==> src/rtl/callseq_pkg.sv <==
package callseq_pkg;
    localparam int unsigned NUM_LVL  = 8;
    localparam int unsigned LVL_W    = $clog2(NUM_LVL);
    localparam int unsigned BYTE_W   = 8;
    localparam logic [7:0]  CALL_OP  = 8'hCD;

    typedef enum logic [1:0] {
        STEP_OPC  = 2'd0,
        STEP_HIGH = 2'd1,
        STEP_LOW  = 2'd2
    } ack_step_e;

    typedef struct packed {
        logic [BYTE_W-1:0] word_lo;
        logic [BYTE_W-1:0] word_hi;
        logic              got_lo;
        logic              got_hi;
    } setup_t;

    typedef struct packed {
        ack_step_e         step;
        logic              busy;
        logic [LVL_W-1:0]  level;
        logic              inta_q;
    } seq_t;
endpackage

==> src/rtl/csq_setup_regs.sv <==
module csq_setup_regs
    import callseq_pkg::*;
(
    input  logic              clk,
    input  logic              rst_n,
    input  logic              wr_en,
    input  logic              wr_sel,
    input  logic [BYTE_W-1:0] wr_data,
    output logic [BYTE_W-1:0] word_lo,
    output logic [BYTE_W-1:0] word_hi,
    output logic              ready
);
    setup_t cfg_d, cfg_q;

    always_comb begin
        cfg_d = cfg_q;
        if (wr_en) begin
            if (wr_sel) begin
                cfg_d.word_hi = wr_data;
                cfg_d.got_hi  = 1'b1;
            end else begin
                cfg_d.word_lo = wr_data;
                cfg_d.got_lo  = 1'b1;
            end
        end
    end

    always_ff @(posedge clk or negedge rst_n) begin
        if (!rst_n) cfg_q <= '0;
        else        cfg_q <= cfg_d;
    end

    assign word_lo = cfg_q.word_lo;
    assign word_hi = cfg_q.word_hi;
    assign ready   = cfg_q.got_lo & cfg_q.got_hi;
endmodule

==> src/rtl/csq_pending.sv <==
module csq_pending
    import callseq_pkg::*;
#(
    parameter int unsigned N = NUM_LVL
) (
    input  logic         clk,
    input  logic         rst_n,
    input  logic [N-1:0] req_in,
    input  logic [N-1:0] clr,
    output logic [N-1:0] pend
);
    logic [N-1:0] req_d, req_q;
    logic [N-1:0] pend_d, pend_q;

    for (genvar g = 0; g < N; g++) begin : g_bit
        always_comb begin
            req_d[g]  = req_in[g];
            pend_d[g] = (pend_q[g] & ~clr[g]) | (req_in[g] & ~req_q[g]);
        end
    end

    always_ff @(posedge clk or negedge rst_n) begin
        if (!rst_n) begin
            req_q  <= '0;
            pend_q <= '0;
        end else begin
            req_q  <= req_d;
            pend_q <= pend_d;
        end
    end

    assign pend = pend_q;
endmodule

==> src/rtl/csq_prio_pick.sv <==
module csq_prio_pick
    import callseq_pkg::*;
#(
    parameter int unsigned N = NUM_LVL,
    localparam int unsigned W = $clog2(N)
) (
    input  logic [N-1:0] pend,
    output logic [W-1:0] win,
    output logic         any
);
    always_comb begin
        win = '0;
        for (int i = N - 1; i >= 0; i--) begin
            if (pend[i]) win = W'(i);
        end
        any = |pend;
    end
endmodule

==> src/rtl/csq_ack_seq.sv <==
module csq_ack_seq
    import callseq_pkg::*;
#(
    parameter int unsigned N = NUM_LVL
) (
    input  logic              clk,
    input  logic              rst_n,
    input  logic              inta_n,
    input  logic              ready,
    input  logic              any,
    input  logic [LVL_W-1:0]  win,
    input  logic [BYTE_W-1:0] word_lo,
    input  logic [BYTE_W-1:0] word_hi,
    output logic [N-1:0]      clr,
    output logic              intr,
    output logic [BYTE_W-1:0] dbus,
    output logic              dbus_en,
    output logic              busy,
    output logic [1:0]        step
);
    seq_t st_d, st_q;
    logic fall, rise;
    logic [BYTE_W-1:0] base, offs, lo_byte;

    always_comb begin
        fall = ~inta_n &  st_q.inta_q;
        rise =  inta_n & ~st_q.inta_q;
        st_d = st_q;
        st_d.inta_q = inta_n;
        clr = '0;
        if (fall && !st_q.busy && st_q.step == STEP_OPC && ready) begin
            st_d.busy  = 1'b1;
            st_d.level = win;
        end
        if (rise && st_q.busy) begin
            unique case (st_q.step)
                STEP_OPC:  st_d.step = STEP_HIGH;
                STEP_HIGH: st_d.step = STEP_LOW;
                default: begin
                    st_d.step = STEP_OPC;
                    st_d.busy = 1'b0;
                    clr[st_q.level] = 1'b1;
                end
            endcase
        end
    end

    always_ff @(posedge clk or negedge rst_n) begin
        if (!rst_n) begin
            st_q        <= '0;
            st_q.inta_q <= 1'b1;
        end else begin
            st_q <= st_d;
        end
    end

    always_comb begin
        base = {word_lo[7:5], 5'b00000};
        if (word_lo[2]) offs = BYTE_W'({st_q.level, 2'b00});
        else            offs = BYTE_W'({st_q.level, 3'b000});
        lo_byte = base + offs;
        dbus_en = ~inta_n & ready & (st_q.busy | (st_q.step == STEP_OPC));
        dbus = '0;
        if (dbus_en) begin
            unique case (st_q.step)
                STEP_OPC:  dbus = CALL_OP;
                STEP_HIGH: dbus = word_hi;
                default:   dbus = lo_byte;
            endcase
        end
        intr = ready & any & ~st_q.busy & inta_n;
    end

    assign busy = st_q.busy;
    assign step = st_q.step;
endmodule

==> src/rtl/callseq_irq_ctrl.sv <==
module callseq_irq_ctrl
    import callseq_pkg::*;
(
    input  logic       clk,
    input  logic       rst_n,
    input  logic [7:0] irq_in,
    input  logic       cfg_we,
    input  logic       cfg_sel,
    input  logic [7:0] cfg_wdata,
    input  logic       inta_n,
    output logic       intr_o,
    output logic [7:0] dbus_o,
    output logic       dbus_oe
);
    logic [BYTE_W-1:0]  word_lo, word_hi;
    logic               cfg_ready;
    logic [NUM_LVL-1:0] pend, clr;
    logic [LVL_W-1:0]   win;
    logic               any;
    logic               seq_busy;
    logic [1:0]         seq_step;

    csq_setup_regs u_setup (
        .clk(clk), .rst_n(rst_n), .wr_en(cfg_we), .wr_sel(cfg_sel),
        .wr_data(cfg_wdata), .word_lo(word_lo), .word_hi(word_hi),
        .ready(cfg_ready)
    );

    csq_pending #(.N(NUM_LVL)) u_pend (
        .clk(clk), .rst_n(rst_n), .req_in(irq_in), .clr(clr), .pend(pend)
    );

    csq_prio_pick #(.N(NUM_LVL)) u_pick (
        .pend(pend), .win(win), .any(any)
    );

    csq_ack_seq #(.N(NUM_LVL)) u_seq (
        .clk(clk), .rst_n(rst_n), .inta_n(inta_n), .ready(cfg_ready),
        .any(any), .win(win), .word_lo(word_lo), .word_hi(word_hi),
        .clr(clr), .intr(intr_o), .dbus(dbus_o), .dbus_en(dbus_oe),
        .busy(seq_busy), .step(seq_step)
    );
endmodule

==> config.mk <==
export PLATFORM = sky130hd
export DESIGN_NAME = callseq_irq_ctrl
export DESIGN_NICKNAME = d
export VERILOG_FILES = /design/src/rtl/callseq_pkg.sv /design/src/rtl/csq_setup_regs.sv /design/src/rtl/csq_pending.sv /design/src/rtl/csq_prio_pick.sv /design/src/rtl/csq_ack_seq.sv /design/src/rtl/callseq_irq_ctrl.sv
export SDC_FILE = /design/constraint.sdc
export NUM_CORES = 1
export LEC_CHECK = 0
export BUFFER_PORTS_ARGS = -buffer_cell sky130_fd_sc_hd__buf_4
export CAP_MARGIN = 20
export CORE_UTILIZATION = 58
export CTS_CLUSTER_SIZE = 16
export DETAILED_ROUTE_END_ITERATION = 8
export GPL_TIMING_DRIVEN = 0
export HOLD_SLACK_MARGIN = 0.02
export PLACE_DENSITY = 0.83
export SETUP_SLACK_MARGIN = 0.05
export SYNTH_ARGS = -nofsm -noshare
export SYNTH_HDL_FRONTEND = slang
export SYNTH_SLANG_ARGS = --single-unit
==> constraint.sdc <==
create_clock -name clk -period 3.1 [get_ports clk]
set_input_delay 0.62 -clock clk [delete_from_list [all_inputs] [get_ports clk]]
set_output_delay 0.62 -clock clk [all_outputs]
set_load 0.02 [all_outputs]
==> run metrics <==
outcome=complete, no violations; CTS tree=yes; critical path cell sequence=nor2b_1, ha_1, ha_1, xnor2_1, a211oi_1, buf_4; die height=54.6 um; CP delay by family, top=flip-flops; Worst-path clk slew=around 0.10 ns; Fmax=~0.4 GHz; starting density of the core=63.0%; Syn Area/Cell=about 11 um^2; share of layout cells above drive strength 1=~31%; Slew @ Worst Pin=roughly 0.45 ns; HPWL after DPL=2020 um; clk sink count=37; DRC=0; critical path depth=6; Setup CP Type=reg -> out; CP peak stage delay=roughly 0.48 ns; fill count=roughly 190; Die W=around 55 um; Final Cycle Share=around four fifths; first-pass GRT wire length=approximately 4400 um; CTS Buf Count=5; cell area power density=approximately 620 nW/um^2; antenna violations before repair=0; top post-synthesis cells by area=dfrtp_1 56%, mux2_2 9.1%, o21ai_0 4.4%; asr flop ratio synth=100%; DRT antenna net count=0; Tot Pwr=1.19 mW; IO Pins=31; Synthesis Warnings=0; largest net degree at the start of global routing=38; Area Growth Syn to Fin=19.4%; WP data required=around 2.5 ns; worst setup path start=u_seq.st_q[3]; Critical Path AT=~1.9 ns; startpoint types=flip-flop; CTS Hold Bufs=0; Yosys top cell by area=dfrtp_1; final setup fails=0; Root Buffer Master=clkbuf_4; number of gates resized after cts=0; most frequent CP cell=ha_1; FF-to-FF path depth=4; H-tree levels=2; crit path max fanout=8; max_slew headroom=69.7%; Fin Clk Skew=about 0.010 ns; Yosys top cell area share=a little under three fifths; setup total negative slack=0 ns; Net Count, Synth=roughly 160; Max Root-Sink Buffers=2; crit end category=output pin; port buffer count=30; Cell Area, Synth=~1600 um^2; sequential area share after synthesis=approximately 58%; max_cap viols=0; Post-Syn Instances=141; Rows=18; drt pass-1 iters=4; mean routed wirelength per cell=13.3 um; via count=1146; die area=~3000 um^2; Seq cells post-synth=37; DR iter-0 viols=14; worst hold path class=in -> async; Final nets=201; GRT Residual Overflow=0; Clk Latency, worst-skew pair=0.34 ns; final wirelength=around 2800 um; Post-CTS Setup Bufs=0; min cycle time layout=roughly 2.5 ns; RSZ-0062 raised after global routing=false; ys flop type=dfrtp_1; core area=about 2500 um^2; CP bufs+invs=1; diode count=0; internal reg-to-reg setup slack=between 1.5 and 2 ns; vias per cell=~5.5; Max IR drop VDD=approximately 0.51 mV; critical path's slowest cell=dfrtp_1; Post-synth EDFFs=0; vias in the first global route=between 1000 and 1500; count of cell types in the netlist=33; Final Hold Vio Count=0; count leader, synth=dfrtp_1; Pleak=0.874 nW; R2R Path Start=u_seq.step[1]; GPL Wtd Cong=0.821; fin. max-slew vios=0; most frequent cells after synthesis=36 x dfrtp_1, 14 x o21ai_0, 13 x mux2_2, 12 x inv_1, 11 x nand2_1; GRT Overall Usage=22.3%
area by class of cell:
cell class                 count  area [um^2]  share of cell area, %
buffer                         1         5.00                  0.261
inverter                      12         45.0                   2.35
sequential                    37          927                   48.4
timing repair buffer          30          225                   11.8
clock buffer                   8         48.8                   2.55
tap                           30         37.5                   1.96
multi-input combinational     91          626                   32.7
where the power goes:
part	internal (mW)	switching, mW
clock network	0.0904	0.145
registers	0.538	0.0531
logic	0.163	0.196
flip-flops by register name, indices dropped and copies added, names as in the netlist:
name             cells
u_setup.word_lo      4
u_seq.st_q           4
u_seq.step           2
u_pend.req_q         8
u_setup.cfg_q        2
u_seq.busy           1
u_pend.pend          8
u_setup.word_hi      8
layout by cell type, fill, tap and decap left out, types with 2 or more instances in the layout:
cell type / count
nand2_1: 11
inv_1: 12
clkbuf_4: 5
nor2_1: 8
o21ai_0: 14
buf_4: 30
nor3_1: 4
mux2i_1: 2
nor4_1: 2
nand2b_1: 6
dfrtp_1: 36
clkbuf_1: 3
a21oi_1: 4
nor2b_1: 4
a211oi_1: 3
o22ai_1: 2
ha_1: 2
mux2_2: 13
worst paths after layout:
path                                      end
max                                 dbus_o[7]
min                        u_setup.word_hi[0]
max reg2reg                     u_seq.st_q[2]
min reg2reg                    u_pend.pend[0]
max in group asynchronous       u_seq.st_q[0]
min in group clk              u_pend.req_q[5]
layer usage:
layer | GRT usage (%) | part of all wire [%] | up-vias
met5 | 0 | 0 | -
met4 | 10.3 | 1.8 | 0
met3 | 7.50 | 5.3 | 5
met2 | 39.0 | 51 | 30
met1 | 24.2 | 42 | 540
li1 | - | - | 571
logic make-up (layout without fill, tap and decap cells):
group	Yosys count	after routing	synth area share, %
AND/OR/NAND/NOR	43	43	15.1
flip-flops	37	37	57.8
AO/OA/AOI/OAI	30	30	11.5
multiplexers	15	15	10.4
buffers and inverters	13	51	3.12
adder cells (fa/ha/maj)	2	2	1.56
XOR/XNOR	1	1	0.547
through the flow:
step / hold WS [ns] / util (%) / instances / cell area (um^2) / setup WS [ns]
3_3_place_gp: 0.402 / 73.3 / 201 / 1870 / 0.920
4_1_cts: 0.227 / 75.2 / 209 / 1910 / 0.585
5_1_grt: 0.248 / 75.2 / 209 / 1910 / 0.471
6_report: 0.212 / 75.2 / 209 / 1910 / 0.599
2_1_floorplan: 0.324 / - / 141 / 1600 / 0.857
3_5_place_dp: 0.417 / 73.3 / 201 / 1870 / 0.865
(Power assumes the default switching activity.)
